--- config.mk ---
export PLATFORM = sky130hd
export DESIGN_NAME = voice_seq
export DESIGN_NICKNAME = d
export VERILOG_FILES = /design/src/rtl/voice_seq_pkg.sv /design/src/rtl/voice_seq_ctrl.sv /design/src/rtl/voice_seq_addr.sv /design/src/rtl/voice_seq_out.sv /design/src/rtl/voice_seq.sv
export SDC_FILE = /design/constraint.sdc
export NUM_CORES = 1
export LEC_CHECK = 0
export BUFFER_PORTS_ARGS = -buffer_cell sky130_fd_sc_hd__buf_2
export CAP_MARGIN = 20
export CORE_UTILIZATION = 35
export CTS_BUF_LIST = sky130_fd_sc_hd__clkbuf_4 sky130_fd_sc_hd__clkbuf_8
export DETAILED_ROUTE_END_ITERATION = 10
export PLACE_DENSITY = 0.63
export SYNTH_ARGS = -nofsm -noshare
export SYNTH_HDL_FRONTEND = slang
export SYNTH_SLANG_ARGS = --single-unit
--- constraint.sdc ---
create_clock -name clk -period 2.3 [get_ports clk]
set_input_delay 0.46 -clock clk [delete_from_list [all_inputs] [get_ports clk]]
set_output_delay 0.46 -clock clk [all_outputs]
set_load 0.05 [all_outputs]
--- src/rtl/voice_seq_pkg.sv ---
package voice_seq_pkg;
  typedef enum logic [2:0] {
    S_IDLE  = 3'd0,
    S_GADR  = 3'd1,
    S_GDAT  = 3'd2,
    S_EADR  = 3'd3,
    S_EDAT  = 3'd4,
    S_BADR  = 3'd5,
    S_BDAT  = 3'd6,
    S_READY = 3'd7
  } seq_state_t;

  function automatic int imax(input int a, input int b);
    return (a > b) ? a : b;
  endfunction
endpackage

--- src/rtl/voice_seq_ctrl.sv ---
module voice_seq_ctrl
  import voice_seq_pkg::*;
#(
  parameter int GRP_W = 5,
  parameter int ENT_W = 10,
  parameter int BLK_W = 8,
  parameter int OFF_W = 9,
  parameter int TBL_DW = 10
) (
  input  logic              clk,
  input  logic              rst,
  input  logic              start,
  input  logic              stop,
  input  logic              tick,
  input  logic              adpcm,
  input  logic [TBL_DW-1:0] tbl_rdata,
  output logic              ld_grp,
  output logic              ld_ent,
  output logic [ENT_W-1:0]  ent_idx,
  output logic              ld_byte,
  output logic [BLK_W-1:0]  byte_blk,
  output logic [OFF_W-1:0]  byte_off,
  output logic              cap_byte,
  output logic              emit,
  output logic              emit_hi,
  output logic              busy
);
  localparam logic [OFF_W-1:0] OFF_LAST = {OFF_W{1'b1}};

  seq_state_t       state_q;
  logic [ENT_W-1:0] ent_q;
  logic [OFF_W-1:0] off_q;
  logic [BLK_W-1:0] blk_q;
  logic             last_q;
  logic             half_q;
  logic             stop_q;
  logic             halt;

  assign busy = (state_q != S_IDLE);
  assign halt = busy && tick && (stop || stop_q);

  always_comb begin
    ld_grp   = 1'b0;
    ld_ent   = 1'b0;
    ent_idx  = ent_q + 1'b1;
    ld_byte  = 1'b0;
    byte_blk = blk_q;
    byte_off = off_q + 1'b1;
    cap_byte = (state_q == S_BDAT);
    emit     = 1'b0;
    emit_hi  = half_q;
    if (state_q == S_IDLE && start) ld_grp = 1'b1;
    if (!halt) begin
      case (state_q)
        S_GDAT: begin
          ld_ent  = 1'b1;
          ent_idx = tbl_rdata[ENT_W-1:0];
        end
        S_EDAT: begin
          ld_byte  = 1'b1;
          byte_blk = tbl_rdata[BLK_W-1:0];
          byte_off = '0;
        end
        S_READY: if (tick) begin
          emit = 1'b1;
          if (!(adpcm && !half_q)) begin
            if (off_q != OFF_LAST) ld_byte = 1'b1;
            else if (!last_q)      ld_ent  = 1'b1;
          end
        end
        default: ;
      endcase
    end
  end

  always_ff @(posedge clk) begin
    if (rst) begin
      state_q <= S_IDLE;
      ent_q   <= '0;
      off_q   <= '0;
      blk_q   <= '0;
      last_q  <= 1'b0;
      half_q  <= 1'b0;
      stop_q  <= 1'b0;
    end else if (halt) begin
      state_q <= S_IDLE;
      stop_q  <= 1'b0;
      half_q  <= 1'b0;
    end else begin
      if (busy && stop) stop_q <= 1'b1;
      if (ld_ent) ent_q <= ent_idx;
      if (ld_byte) begin
        blk_q <= byte_blk;
        off_q <= byte_off;
      end
      case (state_q)
        S_IDLE: if (start) begin
          state_q <= S_GADR;
          stop_q  <= 1'b0;
          half_q  <= 1'b0;
        end
        S_GADR: state_q <= S_GDAT;
        S_GDAT: state_q <= S_EADR;
        S_EADR: state_q <= S_EDAT;
        S_EDAT: begin
          last_q  <= tbl_rdata[BLK_W];
          state_q <= S_BADR;
        end
        S_BADR: state_q <= S_BDAT;
        S_BDAT: state_q <= S_READY;
        S_READY: if (tick) begin
          if (adpcm && !half_q) half_q <= 1'b1;
          else begin
            half_q <= 1'b0;
            if (off_q != OFF_LAST) state_q <= S_BADR;
            else if (!last_q)      state_q <= S_EADR;
            else                   state_q <= S_IDLE;
          end
        end
        default: state_q <= S_IDLE;
      endcase
    end
  end

  // playback only begins from a start request
  a_r2_busy_from_start: assert property (@(posedge clk) disable iff (rst)
    $rose(busy) |-> $past(start));

  // a pending stop and a tick end playback
  a_r7_stop_ends: assert property (@(posedge clk) disable iff (rst)
    (busy && tick && (stop || stop_q)) |=> !busy);

  // a start while busy does not end playback
  a_r8_start_ignored: assert property (@(posedge clk) disable iff (rst)
    (busy && start && !tick && !stop && !stop_q) |=> busy);
endmodule

--- src/rtl/voice_seq_addr.sv ---
module voice_seq_addr #(
  parameter int GROUPS = 32,
  parameter int GRP_W  = 5,
  parameter int ENT_W  = 10,
  parameter int BLK_W  = 8,
  parameter int OFF_W  = 9,
  parameter int TBL_AW = 10
) (
  input  logic              clk,
  input  logic              rst,
  input  logic              ld_grp,
  input  logic [GRP_W-1:0]  grp,
  input  logic              ld_ent,
  input  logic [ENT_W-1:0]  ent_idx,
  input  logic              ld_byte,
  input  logic [BLK_W-1:0]  byte_blk,
  input  logic [OFF_W-1:0]  byte_off,
  output logic [TBL_AW-1:0] tbl_addr,
  output logic [BLK_W+OFF_W-1:0] mem_addr
);
  localparam logic [TBL_AW-1:0] ENT_BASE = TBL_AW'(GROUPS);

  always_ff @(posedge clk) begin
    if (rst) begin
      tbl_addr <= '0;
      mem_addr <= '0;
    end else begin
      if (ld_grp)      tbl_addr <= TBL_AW'(grp);
      else if (ld_ent) tbl_addr <= ENT_BASE + TBL_AW'(ent_idx);
      if (ld_byte)     mem_addr <= {byte_blk, byte_off};
    end
  end

  // the entry region lies above the group region
  a_r3_entry_region: assert property (@(posedge clk) disable iff (rst)
    $past(ld_ent) |-> (tbl_addr >= ENT_BASE));
endmodule

--- src/rtl/voice_seq_out.sv ---
module voice_seq_out (
  input  logic       clk,
  input  logic       rst,
  input  logic       cap_byte,
  input  logic [7:0] mem_rdata,
  input  logic       emit,
  input  logic       emit_hi,
  input  logic       adpcm,
  output logic       smp_valid,
  output logic [7:0] smp_data
);
  logic [7:0] byte_q;

  always_ff @(posedge clk) begin
    if (rst) begin
      byte_q    <= '0;
      smp_valid <= 1'b0;
      smp_data  <= '0;
    end else begin
      if (cap_byte) byte_q <= mem_rdata;
      smp_valid <= emit;
      if (emit) begin
        if (!adpcm)       smp_data <= byte_q;
        else if (emit_hi) smp_data <= {4'd0, byte_q[7:4]};
        else              smp_data <= {4'd0, byte_q[3:0]};
      end
    end
  end

  // the emitted byte is the captured one, never one arriving mid-emit
  a_r4_byte_held: assert property (@(posedge clk) disable iff (rst)
    emit |-> !cap_byte);
endmodule

--- src/rtl/voice_seq.sv ---
module voice_seq
  import voice_seq_pkg::*;
#(
  parameter int GROUPS      = 32,
  parameter int ENTRIES     = 960,
  parameter int BLOCKS      = 252,
  parameter int BLOCK_BYTES = 512,
  localparam int GRP_W  = $clog2(GROUPS),
  localparam int ENT_W  = $clog2(ENTRIES),
  localparam int BLK_W  = $clog2(BLOCKS),
  localparam int OFF_W  = $clog2(BLOCK_BYTES),
  localparam int TBL_AW = $clog2(GROUPS + ENTRIES),
  localparam int TBL_DW = imax(ENT_W, BLK_W + 1),
  localparam int MEM_AW = BLK_W + OFF_W
) (
  input  logic              clk,
  input  logic              rst,
  input  logic              start,
  input  logic [GRP_W-1:0]  grp,
  input  logic              stop,
  input  logic              tick,
  input  logic              adpcm,
  output logic [TBL_AW-1:0] tbl_addr,
  input  logic [TBL_DW-1:0] tbl_rdata,
  output logic [MEM_AW-1:0] mem_addr,
  input  logic [7:0]        mem_rdata,
  output logic              smp_valid,
  output logic [7:0]        smp_data,
  output logic              busy
);
  logic             ld_grp, ld_ent, ld_byte, cap_byte, emit, emit_hi;
  logic [ENT_W-1:0] ent_idx;
  logic [BLK_W-1:0] byte_blk;
  logic [OFF_W-1:0] byte_off;

  voice_seq_ctrl #(
    .GRP_W(GRP_W), .ENT_W(ENT_W), .BLK_W(BLK_W), .OFF_W(OFF_W), .TBL_DW(TBL_DW)
  ) u_ctrl (
    .clk(clk), .rst(rst), .start(start), .stop(stop), .tick(tick), .adpcm(adpcm),
    .tbl_rdata(tbl_rdata), .ld_grp(ld_grp), .ld_ent(ld_ent), .ent_idx(ent_idx),
    .ld_byte(ld_byte), .byte_blk(byte_blk), .byte_off(byte_off),
    .cap_byte(cap_byte), .emit(emit), .emit_hi(emit_hi), .busy(busy)
  );

  voice_seq_addr #(
    .GROUPS(GROUPS), .GRP_W(GRP_W), .ENT_W(ENT_W), .BLK_W(BLK_W),
    .OFF_W(OFF_W), .TBL_AW(TBL_AW)
  ) u_addr (
    .clk(clk), .rst(rst), .ld_grp(ld_grp), .grp(grp), .ld_ent(ld_ent),
    .ent_idx(ent_idx), .ld_byte(ld_byte), .byte_blk(byte_blk),
    .byte_off(byte_off), .tbl_addr(tbl_addr), .mem_addr(mem_addr)
  );

  voice_seq_out u_out (
    .clk(clk), .rst(rst), .cap_byte(cap_byte), .mem_rdata(mem_rdata),
    .emit(emit), .emit_hi(emit_hi), .adpcm(adpcm),
    .smp_valid(smp_valid), .smp_data(smp_data)
  );

  // every strobe answers a tick one cycle earlier
  a_r9_valid_after_tick: assert property (@(posedge clk) disable iff (rst)
    smp_valid |-> $past(tick));

  // samples only come from a playing group
  a_r6_valid_needs_busy: assert property (@(posedge clk) disable iff (rst)
    smp_valid |-> $past(busy));

  // an idle block stays quiet
  a_r1_idle_quiet: assert property (@(posedge clk) disable iff (rst)
    (!busy && !$past(busy)) |-> !smp_valid);
endmodule

==> results.toml, run 1 <==
[outcome]
status = "complete, no violations"

[cts]
cts_htree_levels = 3
clock_path_buffers = 2
cts_tree = "built"
path_clk_slew_ps = 70
cts_hold_buf = 0
cts_sinks = 60
clock_latency_ps = 340
cts_buffers = 9
cts_root_buf = "clkbuf_8"

[global_route]
grt_usage = 0.174
antenna_found_initial = 0
grt_pass1_vias = 2474
grt_overflow = 0
grt_pass1_wl_um = 11400
grt_max_degree = 22

[power]
p_leak_uw = 0.00142
powerDensity_mw_per_mm2 = 636
vdd_drop_max_mv = 0.394

[floorplan]
ios = 66
core_area_mm2 = 0.00773
die_h_um = 91.3
initial_utilization = 0.362
dieArea_mm2 = 0.00834
rows = 32
die_w_um = 91.3

[final_layout]
diodes = 0
fin_cells = 524
layout-drive-gt1-share = 0.273
final_nets = 450
fillers = 788
areaGrowthSynthToFinish_pct = 24.5
fin_util = 0.450

[worst_setup_path]
path_max_fanout = 14
critPathLaunchType = "flop"
worstRegToRegCells = 9
reg2reg_slack_ps = 170
arrival_ps = 2340
r2r-start = "u_addr.mem_addr[2]$_SDFFE_PP0P_"
cp-end-kind = "flop"
worst-setup-path-type = "flop to flop"
r2r_end = "u_addr.tbl_addr[2]$_SDFFE_PP0P_"
endpoint = "u_addr.tbl_addr[2]$_SDFFE_PP0P_"
critical_path_required_ps = 2520
crit_start = "u_addr.mem_addr[2]$_SDFFE_PP0P_"

[sta]
worst_slack_ps = 171
finalHoldViolCount = 0
setup_viol = 0
fmax_mhz = 470
finalCritPeriodShare = 0.926
drv_slew = 0
period_minus_slack_ps = 2130
tns_ps = 0
tightest_slew_ps = 525
max_slew_margin = 0.649
finClkSkew_ps = 9.56

[route]
drt-vias-per-instance = 5.01
wl_um = 6890
drc = 0
drtIter0Drc = 89
postRouteAntennaNets = 0
vias = 2623
firstDrtPassIters = 4
routedWlPerCell_um = 13.2

[synthesis]
ys_warn_count = 0
synth_area_mm2 = 0.00279
synthesis.nets = 374
syn_inst = 341
synth_seq_cells = 60
ys_types = 44
synth_flop_cell = "dfxtp_1"
synth-edff-count = 0
yosysSeqAreaShare = 0.430
synth-async-reset-ratio = 0
synth.avg_cell_area_um2 = 8.19

[place]
portBuffers = 65
dp_hpwl_um = 5230
place.gp.congestion = 0.861
pre_cts_ws_ps = 124
placed_cells = 506

[hold_path]
min_path_cells = 3
min_path_type = "primary input to flop"

[flow_run]
maxCapViolations = 0
==> cell type report <==
cell class / count / area, um2 / area share
Clock buffer: 9 / 124 / 0.0356
Clock inverter: 7 / 43.8 / 0.0126
Inverter: 7 / 26.3 / 0.00756
Multi-Input combinational cell: 254 / 1470 / 0.423
Sequential cell: 60 / 1210 / 0.348
Tap cell: 102 / 128 / 0.0367
Timing Repair Buffer: 85 / 475 / 0.137
==> worst min-delay path by stage <==
stage	start	end	slack [ps]
final	mem_rdata[5]	u_out.byte_q[5]$_SDFFE_PP0P_	350
after global routing	mem_rdata[5]	u_out.byte_q[5]$_SDFFE_PP0P_	340
after CTS	mem_rdata[5]	u_out.byte_q[5]$_SDFFE_PP0P_	340
after detailed placement	u_out.smp_data[5]$_SDFFE_PP0P_	u_out.smp_data[5]$_SDFFE_PP0P_	440
after global placement	u_out.smp_data[5]$_SDFFE_PP0P_	u_out.smp_data[5]$_SDFFE_PP0P_	440
after floorplan	u_ctrl.ent_q[8]$_SDFFE_PP0P_	u_ctrl.ent_q[8]$_SDFFE_PP0P_	450
==> synth_stat cells (7+ instances only) <==
cell / number / area [um2]
a21oi_1: 28 / 140
a31oi_1: 9 / 56.3
clkbuf_1: 12 / 45.0
dfxtp_1: 60 / 1200
inv_1: 7 / 26.3
mux2i_1: 9 / 90.1
nand2_1: 61 / 229
nand3_1: 22 / 110
nor2_1: 31 / 116
nor3_1: 14 / 70.1
o21ai_0: 7 / 35.0
xnor2_1: 11 / 96.3
==> layout by cell type (no fill, tap or decap), types with 2 or more instances in the layout <==
master / synthesis / layout
mux2i_1: 9 / 9
nand3b_1: 6 / 6
clkbuf_8: 0 / 9
nor3_1: 14 / 14
dfxtp_2: 0 / 6
dfxtp_1: 60 / 54
ha_1: 4 / 4
a21oi_1: 28 / 28
nor2_1: 31 / 31
a311oi_1: 4 / 4
o31ai_1: 2 / 2
buf_2: 2 / 65
a211oi_1: 2 / 2
a31oi_1: 9 / 9
nand2b_1: 3 / 3
buf_4: 2 / 20
a22oi_1: 5 / 5
nand2_1: 61 / 61
xor2_1: 5 / 5
clkinvlp_4: 0 / 2
clkinv_2: 0 / 4
xnor2_1: 11 / 11
o21ai_0: 7 / 7
nand4_1: 6 / 6
or4_1: 2 / 2
and3_1: 3 / 3
inv_1: 7 / 7
or3_1: 4 / 4
nand3_1: 22 / 22
==> what timing repair did <==
item,4_1_cts,5_1_grt
gates resized for setup,0,2
setup endpoints to repair,0,4
buffers inserted,0,2
==> per-stage QoR <==
| step | cell area (um2) | hold slack [ps] | power (uW) |
|---|---|---|---|
| global route | 3480 | 338 | 2320 |
| CTS | 3460 | 341 | 2230 |
| detailed placement | 3290 | 443 | 1420 |
| floorplan | 2800 | 450 | 1320 |
| finish | 3480 | 348 | 2210 |
| global placement | 3290 | 442 | 1410 |
==> power by group <==
| part | internal (uW) | switching, uW | total (uW) |
|---|---|---|---|
| logic | 99.6 | 200 | 300 |
| clock network | 383 | 427 | 810 |
| registers | 1070 | 32.4 | 1100 |
| total | 1550 | 660 | 2210 |
==> cells by family after synthesis <==
group,count (synthesis),synth area share
simple gates,161,0.277
fa+ha+maj,4,0.0179
buf+inv,27,0.0452
flops,60,0.430
xor+xnor,16,0.0502
compound gates,64,0.147
mux,9,0.0322
==> metal layers <==
metal | GRT usage | part of all wire | wire length [um] | up-vias
met5 | 0 | 0 | 0 | -
met1 | 0.202 | 0.46 | 3140 | 1195
met2 | 0.307 | 0.49 | 3350 | 69
li1 | - | - | - | 1354
met4 | 0.0423 | 0.0059 | 41 | 0
met3 | 0.0586 | 0.053 | 366 | 5
==> critical path, cell delays in order (launching register included) <==
cell	delay, ps
dfxtp_2	360
nand3_1	110
or3_1	340
nor2_1	130
ha_1	170
nand2_1	120
o31a_1	370
buf_4	230
nand3_1	90
a31oi_1	80
No activity file was read; power rests on OpenSTA's default activity.
==> run 2: changes to the inputs <==
PLACE_DENSITY = unset   (was 0.63)
clock period = 2.2 ns   (was 2.3 ns; I/O delays follow)
==> run 2 against run 1 <==
Net effect:
- count of clock-buffer cells in the layout up 3
- largest cell class unchanged
- critical path type unchanged
- combinational power up 8.7%
- die area unchanged
==> results.toml, run 2 (same netlist as run 1, synthesis figures left out) <==
[cts]
path_clk_slew_ps = 70
cts_hold_buf = 0
cts_root_buf = "clkbuf_8"
clock_path_buffers = 2
cts_htree_levels = 3
cts_sinks = 60
cts_tree = "built"
clock_latency_ps = 340
cts_buffers = 9

[floorplan]
die_h_um = 91.3
dieArea_mm2 = 0.00834
rows = 32
ios = 66
die_w_um = 91.3
initial_utilization = 0.362
core_area_mm2 = 0.00773

[worst_setup_path]
endpoint = "u_addr.tbl_addr[9]$_SDFFE_PP0P_"
cp-end-kind = "flop"
critical_path_required_ps = 2470
worst-setup-path-type = "flop to flop"
crit_start = "u_addr.mem_addr[2]$_SDFFE_PP0P_"
r2r_end = "u_addr.tbl_addr[9]$_SDFFE_PP0P_"
critPathLaunchType = "flop"
crit_chain = "nand3_2, or3_4, nor2_4, ha_4, nand2_4, o31a_1, a211oi_2, mux2i_1, a31oi_1"
worst-path-buf-inv = 0
crit_path_top_delay_cell = "or3_4"
arrival_ps = 2380
critical-path-top-delay-family = "compound AO/OA/AOI/OAI gates"
worstRegToRegCells = 9
r2r-start = "u_addr.mem_addr[2]$_SDFFE_PP0P_"
cp_num_cells = 9
critical-path-max-stage-delay_ps = 390
reg2reg_slack_ps = 80
path_max_fanout = 5

[final_layout]
fillers = 787
diodes = 0
fin_cells = 529
final_common_cell = "buf_2"
final_nets = 455
ff_latch_area_mm2 = 0.00122
multi_input_area_mm2 = 0.00154
areaGrowthSynthToFinish_pct = 30.9
layout.cells.most_common_list = "buf_2, nand2_1, dfxtp_1, nor2_1, a21oi_1"
layout-drive-gt1-share = 0.304

[place]
placed_cells = 507
portBuffers = 65
dp_hpwl_um = 5160
place.gp.congestion = 0.800
pre_cts_ws_ps = 48.4

[global_route]
antenna_found_initial = 0
grt_pass1_vias = 2600
grt_overflow = 0
grt_max_degree = 24
grt_usage = 0.182
grt_pass1_wl_um = 12000

[sta]
fmax_mhz = 472
max_slew_margin = 0.636
setup_viol = 0
tns_ps = 0
finClkSkew_ps = 11.0
worst_slack_ps = 81.7
rsz0062_at_grt = "true"
finalCritPeriodShare = 0.963
finalHoldViolCount = 0
period_minus_slack_ps = 2120
tightest_slew_ps = 545
drv_slew = 0

[power]
powerDensity_mw_per_mm2 = 716
p_leak_uw = 0.00149
finalPower_uw = 2620
vdd_drop_max_mv = 0.402

[flow_run]
maxCapViolations = 0

[route]
firstDrtPassIters = 4
drtIter0Drc = 83
drc = 0
wl_um = 7130
drt-vias-per-instance = 5.07
routedWlPerCell_um = 13.5
vias = 2682
postRouteAntennaNets = 0

[hold_path]
min_path_type = "primary input to flop"
min_path_cells = 3

[outcome]
status = "complete, no violations"
[run 2: repair_timing]
item                                   CTS  global route
buffers inserted                         0             6
setup endpoints to repair                0            23
resized for setup                        0            17
endpoints found under the hold margin    0             0
[run 2: power by group]
part           total [uW]  internal (uW)  switching [uW]
Combinational         326            108             218
Sequential           1140           1110            27.2
Clock                1160            711             444
[run 2: metrics by stage]
stage | cell area, um2 | utilization | hold WS, ps
global placement | 3310 | 0.428 | 440
global route | 3660 | 0.473 | 311
detailed placement | 3310 | 0.428 | 445
finish | 3660 | 0.473 | 321
floorplan | 2810 | - | 450
CTS | 3540 | 0.458 | 316
[run 2: final cells by class]
type,count,area share
multi-input cells,254,0.421
flip-flops and latches,60,0.334
repair buffers,90,0.140
clock buffers,12,0.0434
well taps,102,0.0349
clock inverters,4,0.0195
inverters,7,0.00718
[run 2: tightest hold or removal path: stages]
cell     delay [ps]
buf_2            70
mux2i_1          50
nor2_1           70
[run 2: per-layer routing]
metal | up-vias | share of wire | GRT usage
li1 | 1360 | - | -
met1 | 1248 | 0.44 | 0.213
met2 | 61 | 0.50 | 0.319
met3 | 13 | 0.045 | 0.0519
met4 | 0 | 0.015 | 0.0622
met5 | - | 0 | 0
[run 2: worst min path at each step]
stage                              startpoint                             end  slack [ps]
6_report                         mem_rdata[1]    u_out.byte_q[1]$_SDFFE_PP0P_         320
3_3_place_gp   u_out.smp_data[5]$_SDFFE_PP0P_  u_out.smp_data[5]$_SDFFE_PP0P_         440
4_1_cts                          mem_rdata[1]    u_out.byte_q[1]$_SDFFE_PP0P_         320
2_1_floorplan    u_ctrl.ent_q[8]$_SDFFE_PP0P_    u_ctrl.ent_q[8]$_SDFFE_PP0P_         450
3_5_place_dp   u_out.smp_data[6]$_SDFFE_PP0P_  u_out.smp_data[6]$_SDFFE_PP0P_         450
5_1_grt                          mem_rdata[1]    u_out.byte_q[1]$_SDFFE_PP0P_         310
==> run 3: changes to the inputs <==
==> constraint.sdc (replaced) <==
create_clock -name clk -period 2.2 [get_ports clk]
set_input_delay 0.11 -clock clk [delete_from_list [all_inputs] [get_ports clk]]
set_output_delay 0.11 -clock clk [all_outputs]
set_load 0.05 [all_outputs]
==> run 3 against run 2 <==
Net effect:
- utilization is 0.18 points lower
- critical path depth unchanged
- global-route usage is 0.32 points higher
- worst setup slack gained 29 ps
- sequential share of layout area up 0.092 points
- hold slack got worse by 310 ps
- critical endpoint unchanged
- largest cell class unchanged
- largest power group is now registers
==> results.toml, run 3 (same netlist as run 1, synthesis figures left out) <==
[final_layout]
diodes = 0
areaGrowthSynthToFinish_pct = 30.5
fillers = 767
layout.cells.most_common_list = "buf_2, nand2_1, dfxtp_1, nor2_1, a21oi_1"
final_common_cell = "buf_2"
fin_util = 0.472
final_nets = 457
fin_cells = 531
layout-drive-gt1-share = 0.289

[sta]
finalCritPeriodShare = 0.950
worst_slack_ps = 110
finClkSkew_ps = 12.0
rsz0062_at_grt = "true"
fmax_mhz = 479
max_slew_margin = 0.634
finalHoldViolCount = 0
drv_slew = 0
tightest_slew_ps = 548
period_minus_slack_ps = 2090
setup_viol = 0

[power]
powerDensity_mw_per_mm2 = 660
p_leak_uw = 0.00147
vdd_drop_max_mv = 0.370

[global_route]
grt_pass1_wl_um = 12200
antenna_found_initial = 0
grt_max_degree = 28
grt_overflow = 0
grt_usage = 0.185
grt_pass1_vias = 2653

[cts]
clock_path_buffers = 2
cts_buffers = 9
cts_htree_levels = 3
path_clk_slew_ps = 70
clock_latency_ps = 340
cts_root_buf = "clkbuf_8"
cts_tree = "built"
cts_sinks = 60

[worst_setup_path]
crit_start = "u_ctrl.ent_q[1]$_SDFFE_PP0P_"
path_max_fanout = 4
r2r_end = "u_addr.tbl_addr[9]$_SDFFE_PP0P_"
endpoint = "u_addr.tbl_addr[9]$_SDFFE_PP0P_"
critPathLaunchType = "flop"
critical_path_required_ps = 2410
reg2reg_slack_ps = 110
arrival_ps = 2300
cp-end-kind = "flop"
r2r-start = "u_ctrl.ent_q[1]$_SDFFE_PP0P_"
worst-setup-path-type = "flop to flop"
worstRegToRegCells = 9

[place]
place.gp.congestion = 0.843
dp_hpwl_um = 5230
portBuffers = 65
pre_cts_ws_ps = 37.9
placed_cells = 506

[route]
wl_um = 7140
routedWlPerCell_um = 13.5
drc = 0
firstDrtPassIters = 4
drt-vias-per-instance = 5.11
vias = 2711
postRouteAntennaNets = 0
drtIter0Drc = 78

[floorplan]
die_w_um = 91.3
core_area_mm2 = 0.00773
rows = 32
dieArea_mm2 = 0.00834
ios = 66
initial_utilization = 0.362
die_h_um = 91.3

[outcome]
status = "complete, no violations"

[flow_run]
maxCapViolations = 0

[hold_path]
min_path_type = "primary input to flop"
-- run 3: power breakdown --
part	leakage (uW)	total [uW]	internal [uW]	switching (uW)
Combinational	0.000883	336	117	219
Sequential	0.000490	1140	1110	29.2
Clock	0.0000982	930	495	435
-- run 3: through the flow --
step / hold slack (ps) / area (um2) / TNS (ps) / total power [uW]
global route: 2.77 / 3640 / -22.7 / 2530
global placement: 340 / 3300 / 0 / 1480
floorplan: 246 / 2810 / 0 / 1380
detailed placement: 346 / 3300 / 0 / 1480
finish: 12.8 / 3640 / 0 / 2410
CTS: 6.61 / 3560 / 0 / 2430
-- run 3: worst min-delay path by stage --
stage                            start  cells past startpoint                           end  slack [ps]
after floorplan           tbl_rdata[8]                      2    u_ctrl.last_q$_SDFFE_PP0P_         250
after global placement    mem_rdata[0]                      3  u_out.byte_q[0]$_SDFFE_PP0P_         340
after detailed placement  mem_rdata[0]                      3  u_out.byte_q[0]$_SDFFE_PP0P_         350
after CTS                 tbl_rdata[2]                      3                          flop           7
after global routing      tbl_rdata[1]                      3                          flop           3
final                     tbl_rdata[2]                      3                          flop          10
-- run 3: area by class of cell --
cell class                      instances  area, um2  share of cell area
Sequential cell                        60       1220               0.335
Clock inverter                          4       22.5             0.00618
Multi-Input combinational cell        254       1530               0.421
Timing Repair Buffer                   92        549               0.151
Tap cell                              102        128              0.0350
Clock buffer                           12        165              0.0453
Inverter                                7       26.3             0.00721
-- run 3: timing repair --
| action | 4_1_cts | 5_1_grt |
|---|---|---|
| setup endpoints to repair | 0 | 19 |
| hold buffers | 7 | 0 |
| setup buffers | 0 | 2 |
| endpoints found under the hold margin | 7 | 0 |
| resized for setup | 0 | 16 |
-- run 3: worst max-delay path: stages (launching register included) --
cell and delay [ps]:
dfxtp_1 380, ha_1 220, nand4_1 200, nor2_1 180
xnor2_1 80, o21ai_0 240, ha_2 270, nand3_1 90
mux2i_1 200, a31oi_1 110
-- run 3: per-layer routing --
metal / routed length, um / GRT usage / vias to the layer above
met5: 0 / 0 / -
met4: 74 / 0.0503 / 0
met3: 352 / 0.0670 / 8
met2: 3490 / 0.320 / 65
met1: 3220 / 0.216 / 1272
li1: - / - / 1366
